$ cat src/rtl/keyseq_pkg.sv
package keyseq_pkg;
  localparam int WORD_W = 32;
  localparam int NKEYS  = 3;
  // key i lives at bits [i*WORD_W +: WORD_W]; index 0 is written first
  localparam logic [NKEYS*WORD_W-1:0] KEY_CHAIN =
    {32'h9608B2C1, 32'hA1E34F20, 32'h3A7F5CA3};
endpackage

$ cat src/rtl/keyseq_match.sv
module keyseq_match #(
  parameter int WORD_W = 32,
  parameter int NKEYS  = 3,
  parameter logic [NKEYS*WORD_W-1:0] KEYS = '0,
  localparam int STRB_W = WORD_W / 8
) (
  input  logic [STRB_W-1:0] wr_strb,
  input  logic [WORD_W-1:0] wr_data,
  output logic [NKEYS-1:0]  hit
);
  logic full_word;
  assign full_word = &wr_strb;

  for (genvar i = 0; i < NKEYS; i++) begin : g_cmp
    assign hit[i] = full_word && (wr_data == KEYS[i*WORD_W +: WORD_W]);
  end
endmodule

$ cat src/rtl/keyseq_tracker.sv
module keyseq_tracker #(
  parameter int NKEYS = 3,
  localparam int STEP_W = (NKEYS > 1) ? $clog2(NKEYS) : 1
) (
  input  logic             clk,
  input  logic             rst,
  input  logic             wr_en,
  input  logic [NKEYS-1:0] hit,
  output logic             access_en
);
  localparam logic [STEP_W-1:0] LAST = STEP_W'(NKEYS - 1);

  logic [STEP_W-1:0] step;

  always_ff @(posedge clk) begin
    if (rst) begin
      step      <= '0;
      access_en <= 1'b0;
    end else if (wr_en) begin
      if (access_en) begin
        access_en <= 1'b0;
        step      <= '0;
      end else if (hit[step]) begin
        if (step == LAST) begin
          access_en <= 1'b1;
          step      <= '0;
        end else begin
          step <= step + STEP_W'(1);
        end
      end else if (hit[0]) begin
        step <= (NKEYS > 1) ? STEP_W'(1) : '0;
      end else begin
        step <= '0;
      end
    end
  end

  // the gate only opens on a write hitting the last key
  a_r2_open_on_last: assert property (@(posedge clk) disable iff (rst)
    $rose(access_en) |-> $past(wr_en && hit[NKEYS-1]));
  // any write while open closes the gate
  a_r5_relock: assert property (@(posedge clk) disable iff (rst)
    (access_en && wr_en) |=> !access_en);
  // tracker position stays inside the key list
  a_r3_step_range: assert property (@(posedge clk) disable iff (rst)
    step <= LAST);
  // no write, no change
  a_r8_hold: assert property (@(posedge clk) disable iff (rst)
    !wr_en |=> $stable(access_en) && $stable(step));
endmodule

$ cat src/rtl/keyseq_gate.sv
module keyseq_gate #(
  parameter int WORD_W = keyseq_pkg::WORD_W,
  parameter int NKEYS  = keyseq_pkg::NKEYS,
  parameter logic [NKEYS*WORD_W-1:0] KEYS = keyseq_pkg::KEY_CHAIN,
  localparam int STRB_W = WORD_W / 8
) (
  input  logic              clk,
  input  logic              rst,
  input  logic              wr_en,
  input  logic [STRB_W-1:0] wr_strb,
  input  logic [WORD_W-1:0] wr_data,
  output logic [WORD_W-1:0] rd_data,
  output logic              access_en
);
  logic [NKEYS-1:0] hit;

  keyseq_match #(.WORD_W(WORD_W), .NKEYS(NKEYS), .KEYS(KEYS)) u_match (
    .wr_strb (wr_strb),
    .wr_data (wr_data),
    .hit     (hit)
  );

  keyseq_tracker #(.NKEYS(NKEYS)) u_track (
    .clk       (clk),
    .rst       (rst),
    .wr_en     (wr_en),
    .hit       (hit),
    .access_en (access_en)
  );

  // the key register is write-only; reads never expose it
  assign rd_data = '0;

  // reset leaves the gate shut
  a_r1_reset_locked: assert property (@(posedge clk)
    rst |=> !access_en);
  // a partial write can never open the gate
  a_r6_partial_no_open: assert property (@(posedge clk) disable iff (rst)
    (wr_en && !(&wr_strb) && !access_en) |=> !access_en);
endmodule

$ cat config.mk
export PLATFORM = sky130hd
export DESIGN_NAME = keyseq_gate
export DESIGN_NICKNAME = d
export VERILOG_FILES = /design/src/rtl/keyseq_pkg.sv /design/src/rtl/keyseq_match.sv /design/src/rtl/keyseq_tracker.sv /design/src/rtl/keyseq_gate.sv
export SDC_FILE = /design/constraint.sdc
export NUM_CORES = 1
export LEC_CHECK = 0
export ABC_AREA = 1
export BUFFER_PORTS_ARGS = -buffer_cell sky130_fd_sc_hd__buf_2
export CAP_MARGIN = 30
export CORE_MARGIN = 5
export CORE_UTILIZATION = 39
export DETAILED_ROUTE_END_ITERATION = 6
export GPL_TIMING_DRIVEN = 0
export PLACE_DENSITY_LB_ADDON = 0.25
export SLEW_MARGIN = 20
export SYNTH_ARGS = -nofsm -noshare
export SYNTH_HDL_FRONTEND = slang
export SYNTH_SLANG_ARGS = --single-unit
$ cat constraint.sdc
create_clock -name clk -period 1.8 [get_ports clk]
set_input_delay 0.18 -clock clk [delete_from_list [all_inputs] [get_ports clk]]
set_output_delay 0.18 -clock clk [all_outputs]
set_load 0.03 [all_outputs]
==> flow_metrics.py, run 1 <==
metrics = {
    "setup_path": {
        "crit_path_start_kind": "flop",
        "crit_family": "simple AND/OR/NAND/NOR gates",
        "criticalPathCategory": "flop to flop",
        "cp_max_fo": 3,
        "crit_arrival_ns": 1.21,
        "worst_path_max_delay_cell": "dfxtp_1",
        "end_kind": "flop",
        "required_ns": 1.97,
        "path_cells": "nor2_1, nand3_1, nor2_1, nand3_1, nor2_1, nand3_1, a21oi_1",
        "cpPeakStageDelay_ns": 0.32,
        "worst-path-buf-inv": 0,
    },
    "global_route": {
        "grt_pass1_wl_um": 2760,
        "grt_pass1_vias": 795,
        "grt_max_degree": 5,
        "antenna_found_initial": 0,
        "grt.total_usage": 0.1249,
        "grt-ovfl-total": 0,
    },
    "run_status": {
        "outcome": "finished clean",
    },
    "yosys": {
        "synth.yosys.seq_area_share": 0.08122,
        "synth.most_common_cell": "buf_4",
        "synth_area_leader_cell": "buf_4",
        "synth_top_family_by_area": "simple AND/OR/NAND/NOR gates",
        "syn_area_um2": 739.5,
        "synth_top_cells_by_count": "32 x buf_4, 28 x nor2_1, 26 x nand2_1, 19 x inv_1, 8 x nand4_1",
        "synth_flop_cell": "dfxtp_1",
        "syn_area_per_cell_um2": 5.358,
        "syn_inst": 138,
        "synth_fa_ha_area_frac": 0,
        "synth_top_area_share": 0.3249,
        "yosysWarnings": 0,
        "synth-compound-area-share": 0.02030,
        "synthMuxAreaShare": 0,
        "synth_edf_count": 0,
        "async_flop_share": 0,
        "ys_types": 14,
        "synth_simple_gate_area_frac": 0.4619,
        "yosys-top-cells-area": "buf_4 32%, nor2_1 14%, nand2_1 13%",
        "ys_ff_latch": 3,
        "synth_xor_area_frac": 0,
    },
    "clocking": {
        "root_buffer": "clkbuf_4",
        "cts_max_path_buffers": 2,
        "numCtsBuffers": 3,
        "hold_buffers": 0,
        "clock-sinks": 3,
        "h-tree-depth": 1,
        "ctsResizeCount": 0,
        "insertion_delay_ns": 0.24,
        "path_clk_slew_ns": 0.04,
        "cts_tree": "yes",
        "post_cts_buffers": 0,
    },
    "finish": {
        "syn_to_final_growth_pct": 49.92,
        "final_core_util": 0.6284,
        "diodes": 0,
        "drive_gt1_frac": 0.3821,
        "finalInstanceArea_um2": 1109,
        "final_cells": 237,
        "nets": 252,
    },
    "power": {
        "power_density_nw_per_um2": 385.6,
        "total_power_uw": 427.5,
        "p_leak_nw": 0.6777,
        "vdd_drop_max_uv": 241.9,
    },
    "sta": {
        "min_period_over_period": 0.5783,
        "timing.fmax_mhz": 960.6,
        "finalSetupTns_ns": 0,
        "setup_slack_ns": 0.7590,
        "hold_viol": 0,
        "setup_viol": 0,
        "rsz0062_at_grt": "no",
        "holdWs_ns": 0.1358,
        "skew_ns": 0.003460,
        "layout_min_cycle_time_ns": 1.041,
        "drv_slew": 0,
    },
    "hold_path": {
        "hold_class": "primary input to flop",
    },
    "placement": {
        "hpwl_um": 1787,
        "post_dp_cell_area_um2": 1082,
        "placedCellCount": 233,
        "io_buffers": 39,
        "gp_congestion": 0.7743,
        "pre_cts_ws_ns": 0.7602,
    },
    "floorplan": {
        "rows": 15,
        "die_h_um": 53.55,
        "io_pins": 72,
        "die_area_um2": 2867,
        "die_width_um": 53.55,
        "fp.coreArea_um2": 1764,
        "start_util": 0.4191,
    },
    "detailed_routing": {
        "drt_iter0_drc": 18,
        "routed_wl_um": 1926,
        "vias": 911,
        "antenna_left": 0,
        "wl_per_cell_um": 8.127,
        "vias_per_cell": 3.844,
        "drt_pass1_iterations": 4,
        "drc": 0,
    },
    "flow_run": {
        "cap_violations": 0,
    },
}
[power by group]
| group | leakage (nW) | total (mW) | switching (mW) | internal (mW) |
|---|---|---|---|---|
| combinational | 0.639 | 0.237 | 0.146 | 0.0914 |
| clock | 0.0150 | 0.123 | 0.0399 | 0.0834 |
| sequential | 0.0241 | 0.0668 | 0.000000000000339 | 0.0668 |
| total | 0.678 | 0.427 | 0.186 | 0.242 |
[metal layers]
| metal | wire length, um | part of all wire | up-vias | global-route usage |
|---|---|---|---|---|
| met1 | 732 | 0.38 | 352 | 0.1443 |
| met2 | 936 | 0.49 | 52 | 0.2245 |
| met4 | 17 | 0.0088 | 0 | 0.06383 |
| li1 | - | - | 505 | - |
| met5 | 0 | 0 | - | 0 |
| met3 | 240 | 0.12 | 2 | 0.01385 |
[sequential cells by signal (all words and copies together), names as in the netlist]
signal             flops
u_track.access_en      1
u_track.step           2
[cells in the final DEF (no fill, tap or decap)]
cell type  Yosys  routed
a21oi_1        3       3
and3_1         1       1
inv_1         19      19
nor3_1         3       3
inv_2          2       2
clkbuf_1       0       1
nor2_2         5       5
conb_1         1      32
nor2b_1        1       1
clkbuf_4       0       3
buf_2          0      39
buf_4         32      32
nor2_1        28      28
dfxtp_1        3       3
nand3_1        6       6
nand2_1       26      26
nand4_1        8       8
[final cells by class]
class | count | area (um2)
Timing Repair Buffer | 39 | 195.2
Sequential cell | 3 | 60.06
Inverter | 21 | 78.83
Tap cell | 25 | 31.28
Buffer | 32 | 240.2
Clock buffer | 4 | 26.28
Multi-Input combinational cell | 113 | 476.7
Fill cell | 181 | 655.6
[path summary, 6_finish.rpt]
path / from / end / slack (ns) / cells past startpoint
hold / removal: rst / u_track.access_en / 0.14 / 2
setup / recovery: u_track.step[0] / u_track.access_en / 0.76 / 7
setup reg to reg: u_track.step[0] / u_track.access_en / 0.76 / 7
hold reg to reg: u_track.step[1] / u_track.step[1] / 0.49 / 2
[logic make-up (layout without fill, tap and decap cells)]
family / Yosys count / in the layout
DFF: 3 / 3
and+or+nand+nor: 78 / 78
buffers and inverters: 53 / 96
other: 1 / 32
AOI/OAI and AO/OA: 3 / 3
No activity file was read; power rests on OpenSTA's default activity.
==> inputs of run 2 (changes only) <==
--- a/config.mk
+++ b/config.mk
@@ -9,7 +9,7 @@
 export BUFFER_PORTS_ARGS = -buffer_cell sky130_fd_sc_hd__buf_2
 export CAP_MARGIN = 30
 export CORE_MARGIN = 5
-export CORE_UTILIZATION = 39
+export CORE_UTILIZATION = 36
 export DETAILED_ROUTE_END_ITERATION = 6
 export GPL_TIMING_DRIVEN = 0
 export PLACE_DENSITY_LB_ADDON = 0.25
==> constraint.sdc (replaced) <==
create_clock -name clk -period 1 [get_ports clk]
set_input_delay 0.1 -clock clk [delete_from_list [all_inputs] [get_ports clk]]
set_output_delay 0.1 -clock clk [all_outputs]
set_load 0.03 [all_outputs]
==> run 2 against run 1 <==
Compared with the run above: the flow now finishes with violations (setup timing); clock power is 82% higher; non-clock buffer count stayed put; cell count is 0.84% higher; count of clock-buffer cells in the layout stayed put; flip-flop and latch count stayed put; worst setup slack worse by 0.76 ns; worst hold slack worse by 0.071 ns; design area is 1.0% higher; critical path depth stayed put; power is 81% higher; die area is 6.7% higher; critical endpoint unchanged.
==> flow_metrics.py, run 2 (synthesis results as in run 1) <==
metrics = {
    "finish": {
        "fill_cells": 217,
        "nets": 252,
        "top_regs": "u_track.step x2, u_track.access_en x1",
        "top_register": "u_track.step",
        "largest_reg_flops": 2,
        "drive_gt1_frac": 0.3962,
        "syn_to_final_growth_pct": 51.44,
        "final_cells": 239,
        "diodes": 0,
        "final_common_cell": "buf_2",
        "final_core_util": 0.5708,
        "final_cell_mix": "39 x buf_2, 32 x buf_4, 32 x conb_1",
    },
    "placement": {
        "io_buffers": 39,
        "hpwl_um": 1776,
        "pre_cts_ws_ns": -0.007610,
        "placedCellCount": 235,
        "gp_congestion": 0.7894,
    },
    "floorplan": {
        "die_area_um2": 3060,
        "io_pins": 72,
        "fp.coreArea_um2": 1962,
        "rows": 16,
        "die_h_um": 55.32,
        "start_util": 0.3769,
        "die_width_um": 55.32,
    },
    "setup_path": {
        "crit_family": "simple AND/OR/NAND/NOR gates",
        "cp_max_fo": 3,
        "crit_path_start_kind": "flop",
        "end_kind": "flop",
        "worst-path-buf-inv": 0,
        "worst_path_max_delay_cell": "dfxtp_2",
        "crit_arrival_ns": 1.18,
        "required_ns": 1.18,
        "criticalPathCategory": "flop to flop",
        "cpPeakStageDelay_ns": 0.32,
        "path_cells": "nor2_1, nand3_1, nor2_1, nand3_1, nor2_1, nand3_1, a21oi_2",
    },
    "clocking": {
        "clock-sinks": 3,
        "cts_tree": "yes",
        "path_clk_slew_ns": 0.04,
        "h-tree-depth": 1,
        "root_buffer": "clkbuf_4",
        "cts_max_path_buffers": 2,
        "insertion_delay_ns": 0.24,
        "numCtsBuffers": 3,
        "hold_buffers": 0,
        "post_cts_buffers": 0,
    },
    "detailed_routing": {
        "drc": 0,
        "drt_pass1_iterations": 4,
        "wl_per_cell_um": 8.364,
        "routed_wl_um": 1999,
        "vias": 944,
        "vias_per_cell": 3.950,
        "drt_iter0_drc": 25,
        "antenna_left": 0,
    },
    "power": {
        "p_comb_frac": 0.554,
        "p_leak_nw": 0.6781,
        "vdd_drop_max_uv": 608.4,
        "p_sw_uw": 337.7,
        "internal-power_uw": 434.9,
        "seq_power_share": 0.155,
        "power_density_nw_per_um2": 689.9,
        "p_clk_frac": 0.290,
        "p_sw_frac": 0.4371,
    },
    "run_status": {
        "outcome": "finished with violations",
        "violations": "setup timing",
    },
    "sta": {
        "skew_ns": 0.008170,
        "setup_viol": 1,
        "layout_min_cycle_time_ns": 1.005,
        "setup_slack_ns": -0.005048,
        "rsz0062_at_grt": "yes",
        "hold_viol": 0,
        "min_period_over_period": 1.005,
        "drv_slew": 0,
        "timing.fmax_mhz": 995.0,
    },
    "global_route": {
        "grt_max_degree": 5,
        "grt.total_usage": 0.1215,
        "grt-ovfl-total": 0,
        "grt_pass1_vias": 806,
        "antenna_found_initial": 0,
        "grt_pass1_wl_um": 3167,
    },
    "flow_run": {
        "cap_violations": 0,
    },
    "hold_path": {
        "hold_class": "primary input to flop",
    },
}
==> run 2: worst paths after layout <==
path / slack (ns) / end / from / cells past startpoint
worst max-delay path: -0.005 / u_track.access_en / u_track.step[0] / 7
worst min-delay path: 0.06 / u_track.access_en / rst / 2
worst max register to register: -0.005 / u_track.access_en / u_track.step[0] / 7
worst min register to register: 0.49 / u_track.step[0] / u_track.step[0] / 2
==> run 2: routing by layer <==
layer	vias up	wire, um	global-route usage
met5	-	0	0
met4	0	14	0.05208
met3	2	245	0.03263
met2	62	957	0.2078
met1	373	781	0.1407
li1	507	-	-
==> run 2: metrics by stage <==
stage                     setup TNS (ns)  hold WS, ns  area, um2  total power, mW
after floorplan                        0       0.1691      855.8           0.4358
after global placement                 0       0.2870       1085           0.5367
after detailed placement       -0.007610       0.2950       1085           0.5427
after CTS                       -0.01470      0.04224       1112           0.7653
after global routing             -0.1536      0.06874       1120           0.8296
final                          -0.005048      0.06495       1120           0.7726
==> run 2: power groups by stage <==
| stage | Clock [mW] | Combinational [mW] | Sequential, mW |
|---|---|---|---|
| 2_1_floorplan | 0 | 0.314 | 0.122 |
| 3_3_place_gp | 0 | 0.415 | 0.122 |
| 3_5_place_dp | 0 | 0.421 | 0.122 |
| 4_1_cts | 0.224 | 0.421 | 0.120 |
| 5_1_grt | 0.242 | 0.468 | 0.120 |
| 6_report | 0.224 | 0.428 | 0.120 |
==> run 2: area by class of cell <==
cell class	instances	area [um2]	share of cell area
Inverter	21	78.83	0.07039
Sequential cell	3	61.31	0.05475
Buffer	32	240.2	0.2145
Timing Repair Buffer	39	195.2	0.1743
Multi-Input combinational cell	113	484.2	0.4324
Tap cell	27	33.78	0.03017
Clock buffer	4	26.28	0.02346
==> run 2: repair_timing <==
action	4_1_cts	5_1_grt
pin swaps	0	1
endpoints found under the hold margin	0	0
resized for setup	1	2
endpoints found under the setup margin	1	2
==> inputs of run 3 (changes only) <==
--- a/config.mk
+++ b/config.mk
@@ -13,6 +13,7 @@
 export DETAILED_ROUTE_END_ITERATION = 6
 export GPL_TIMING_DRIVEN = 0
 export PLACE_DENSITY_LB_ADDON = 0.25
+export RECOVER_POWER = 25
 export SLEW_MARGIN = 20
 export SYNTH_ARGS = -nofsm -noshare
 export SYNTH_HDL_FRONTEND = slang
==> run 3 against run 2 <==
Compared with the run above: count of clock-buffer cells in the layout is the same; maximum frequency shrank 0.11%; power is essentially flat; the run still ends with setup timing left; worst hold slack lost 0.00096 ns; register-to-register slack is essentially flat; critical endpoint unchanged; flip-flop and latch count is the same; first-iteration DRC count is the same; sequential share of layout area is essentially flat; sequential power is essentially flat; clock power is essentially flat.
==> flow_metrics.py, run 3 (synthesis results as in run 1) <==
metrics = {
    "detailed_routing": {
        "drt_iter0_drc": 25,
        "routed_wl_um": 1987,
        "wl_per_cell_um": 8.314,
        "antenna_left": 0,
        "drt_pass1_iterations": 4,
        "drc": 0,
        "vias": 940,
        "vias_per_cell": 3.933,
    },
    "clocking": {
        "hold_buffers": 0,
        "path_clk_slew_ns": 0.04,
        "h-tree-depth": 1,
        "insertion_delay_ns": 0.24,
        "root_buffer": "clkbuf_4",
        "clock-sinks": 3,
        "cts_tree": "yes",
        "post_cts_buffers": 0,
        "numCtsBuffers": 3,
        "cts_max_path_buffers": 2,
    },
    "finish": {
        "final_cells": 239,
        "top_regs": "u_track.step x2, u_track.access_en x1",
        "fill_cells": 218,
        "diodes": 0,
        "nets": 252,
        "final_cell_mix": "39 x buf_2, 32 x buf_4, 32 x conb_1",
        "multi_input_area_um2": 481.7,
        "regArea_um2": 61.31,
        "final_common_cell": "buf_2",
        "syn_to_final_growth_pct": 51.10,
        "final_core_util": 0.5695,
        "largest_reg_flops": 2,
        "top_register": "u_track.step",
        "drive_gt1_frac": 0.3915,
        "finalInstanceArea_um2": 1117,
    },
    "global_route": {
        "grt_pass1_vias": 806,
        "grt_max_degree": 5,
        "grt_pass1_wl_um": 3167,
        "grt.total_usage": 0.1215,
        "grt-ovfl-total": 0,
        "antenna_found_initial": 0,
    },
    "floorplan": {
        "fp.coreArea_um2": 1962,
        "rows": 16,
        "start_util": 0.3769,
        "die_area_um2": 3060,
        "die_width_um": 55.32,
        "io_pins": 72,
        "die_h_um": 55.32,
    },
    "placement": {
        "hpwl_um": 1776,
        "placedCellCount": 235,
        "post_dp_cell_area_um2": 1085,
        "gp_congestion": 0.7894,
        "io_buffers": 39,
    },
    "sta": {
        "hold_viol": 0,
        "drv_slew": 0,
        "rsz0062_at_grt": "yes",
        "layout_min_cycle_time_ns": 1.006,
        "finalSetupTns_ns": -0.006203,
        "skew_ns": 0.008499,
        "min_period_over_period": 1.006,
        "timing.fmax_mhz": 993.8,
        "setup_slack_ns": -0.006203,
        "setup_viol": 1,
    },
    "setup_path": {
        "rr_startpoint": "u_track.step[0]",
        "end_kind": "flop",
        "crit_path_start_kind": "flop",
        "required_ns": 1.18,
        "crit_start": "u_track.step[0]",
        "criticalPathCategory": "flop to flop",
        "crit_arrival_ns": 1.19,
        "cp_max_fo": 3,
    },
    "power": {
        "power_density_nw_per_um2": 691.0,
        "vdd_drop_max_uv": 609.4,
        "p_leak_nw": 0.6782,
        "total_power_uw": 772.0,
    },
    "run_status": {
        "outcome": "finished with violations",
        "violations": "setup timing",
    },
    "hold_path": {
        "hold_class": "primary input to flop",
        "min_from": "rst",
    },
    "flow_run": {
        "cap_violations": 0,
    },
}
-- run 3: cell types whose count changed in the layout (fill, tap and decap cells not counted) --
cell / delta
nor2_2: -1
nor2_1: +1
-- run 3: cell type report --
| class | count | area share |
|---|---|---|
| clock buffer | 4 | 0.02352 |
| tap | 27 | 0.03024 |
| inverter | 21 | 0.07055 |
| multi-input combinational | 113 | 0.4311 |
| buffer | 32 | 0.2150 |
| sequential | 3 | 0.05487 |
| timing repair buffer | 39 | 0.1747 |
-- run 3: layer usage --
metal | share of wire | global-route usage | vias up
met5 | 0 | 0 | -
met4 | 0.0070 | 0.05208 | 0
met3 | 0.11 | 0.03263 | 2
met2 | 0.48 | 0.2078 | 52
met1 | 0.40 | 0.1407 | 379
li1 | - | - | 507
-- run 3: repair_timing --
| action | CTS | global route |
|---|---|---|
| pin swaps | 0 | 1 |
| gates cloned | 0 | 0 |
| setup endpoints to repair | 1 | 2 |
| gates resized for setup | 1 | 2 |
-- run 3: final timing paths --
check	slack, ns	to	depth (start not counted)
worst max-delay path	-0.006	u_track.access_en	7
worst min-delay path	0.06	u_track.access_en	2
worst max register to register	-0.006	u_track.access_en	7
worst min register to register	0.49	u_track.step[0]	2
-- run 3: where the power goes --
part	internal [mW]	leakage (nW)	switching [mW]
combinational	0.164	0.639	0.263
sequential	0.120	0.0247	0.000000000000483
clock	0.150	0.0150	0.0746
-- run 3: stage by stage --
step	setup WS, ns	hold WS (ns)
floorplan	0.1052	0.1691
global placement	0.01658	0.2870
detailed placement	-0.007610	0.2950
CTS	-0.01470	0.04224
global route	-0.07797	0.06874
finish	-0.006203	0.06399
-- run 3: critical path: stages (launching register included) --
cell     delay, ns
dfxtp_2       0.32
nor2_1        0.09
nand3_1       0.07
nor2_1        0.10
nand3_1       0.07
nor2_1        0.08
nand3_1       0.09
a21oi_2       0.12
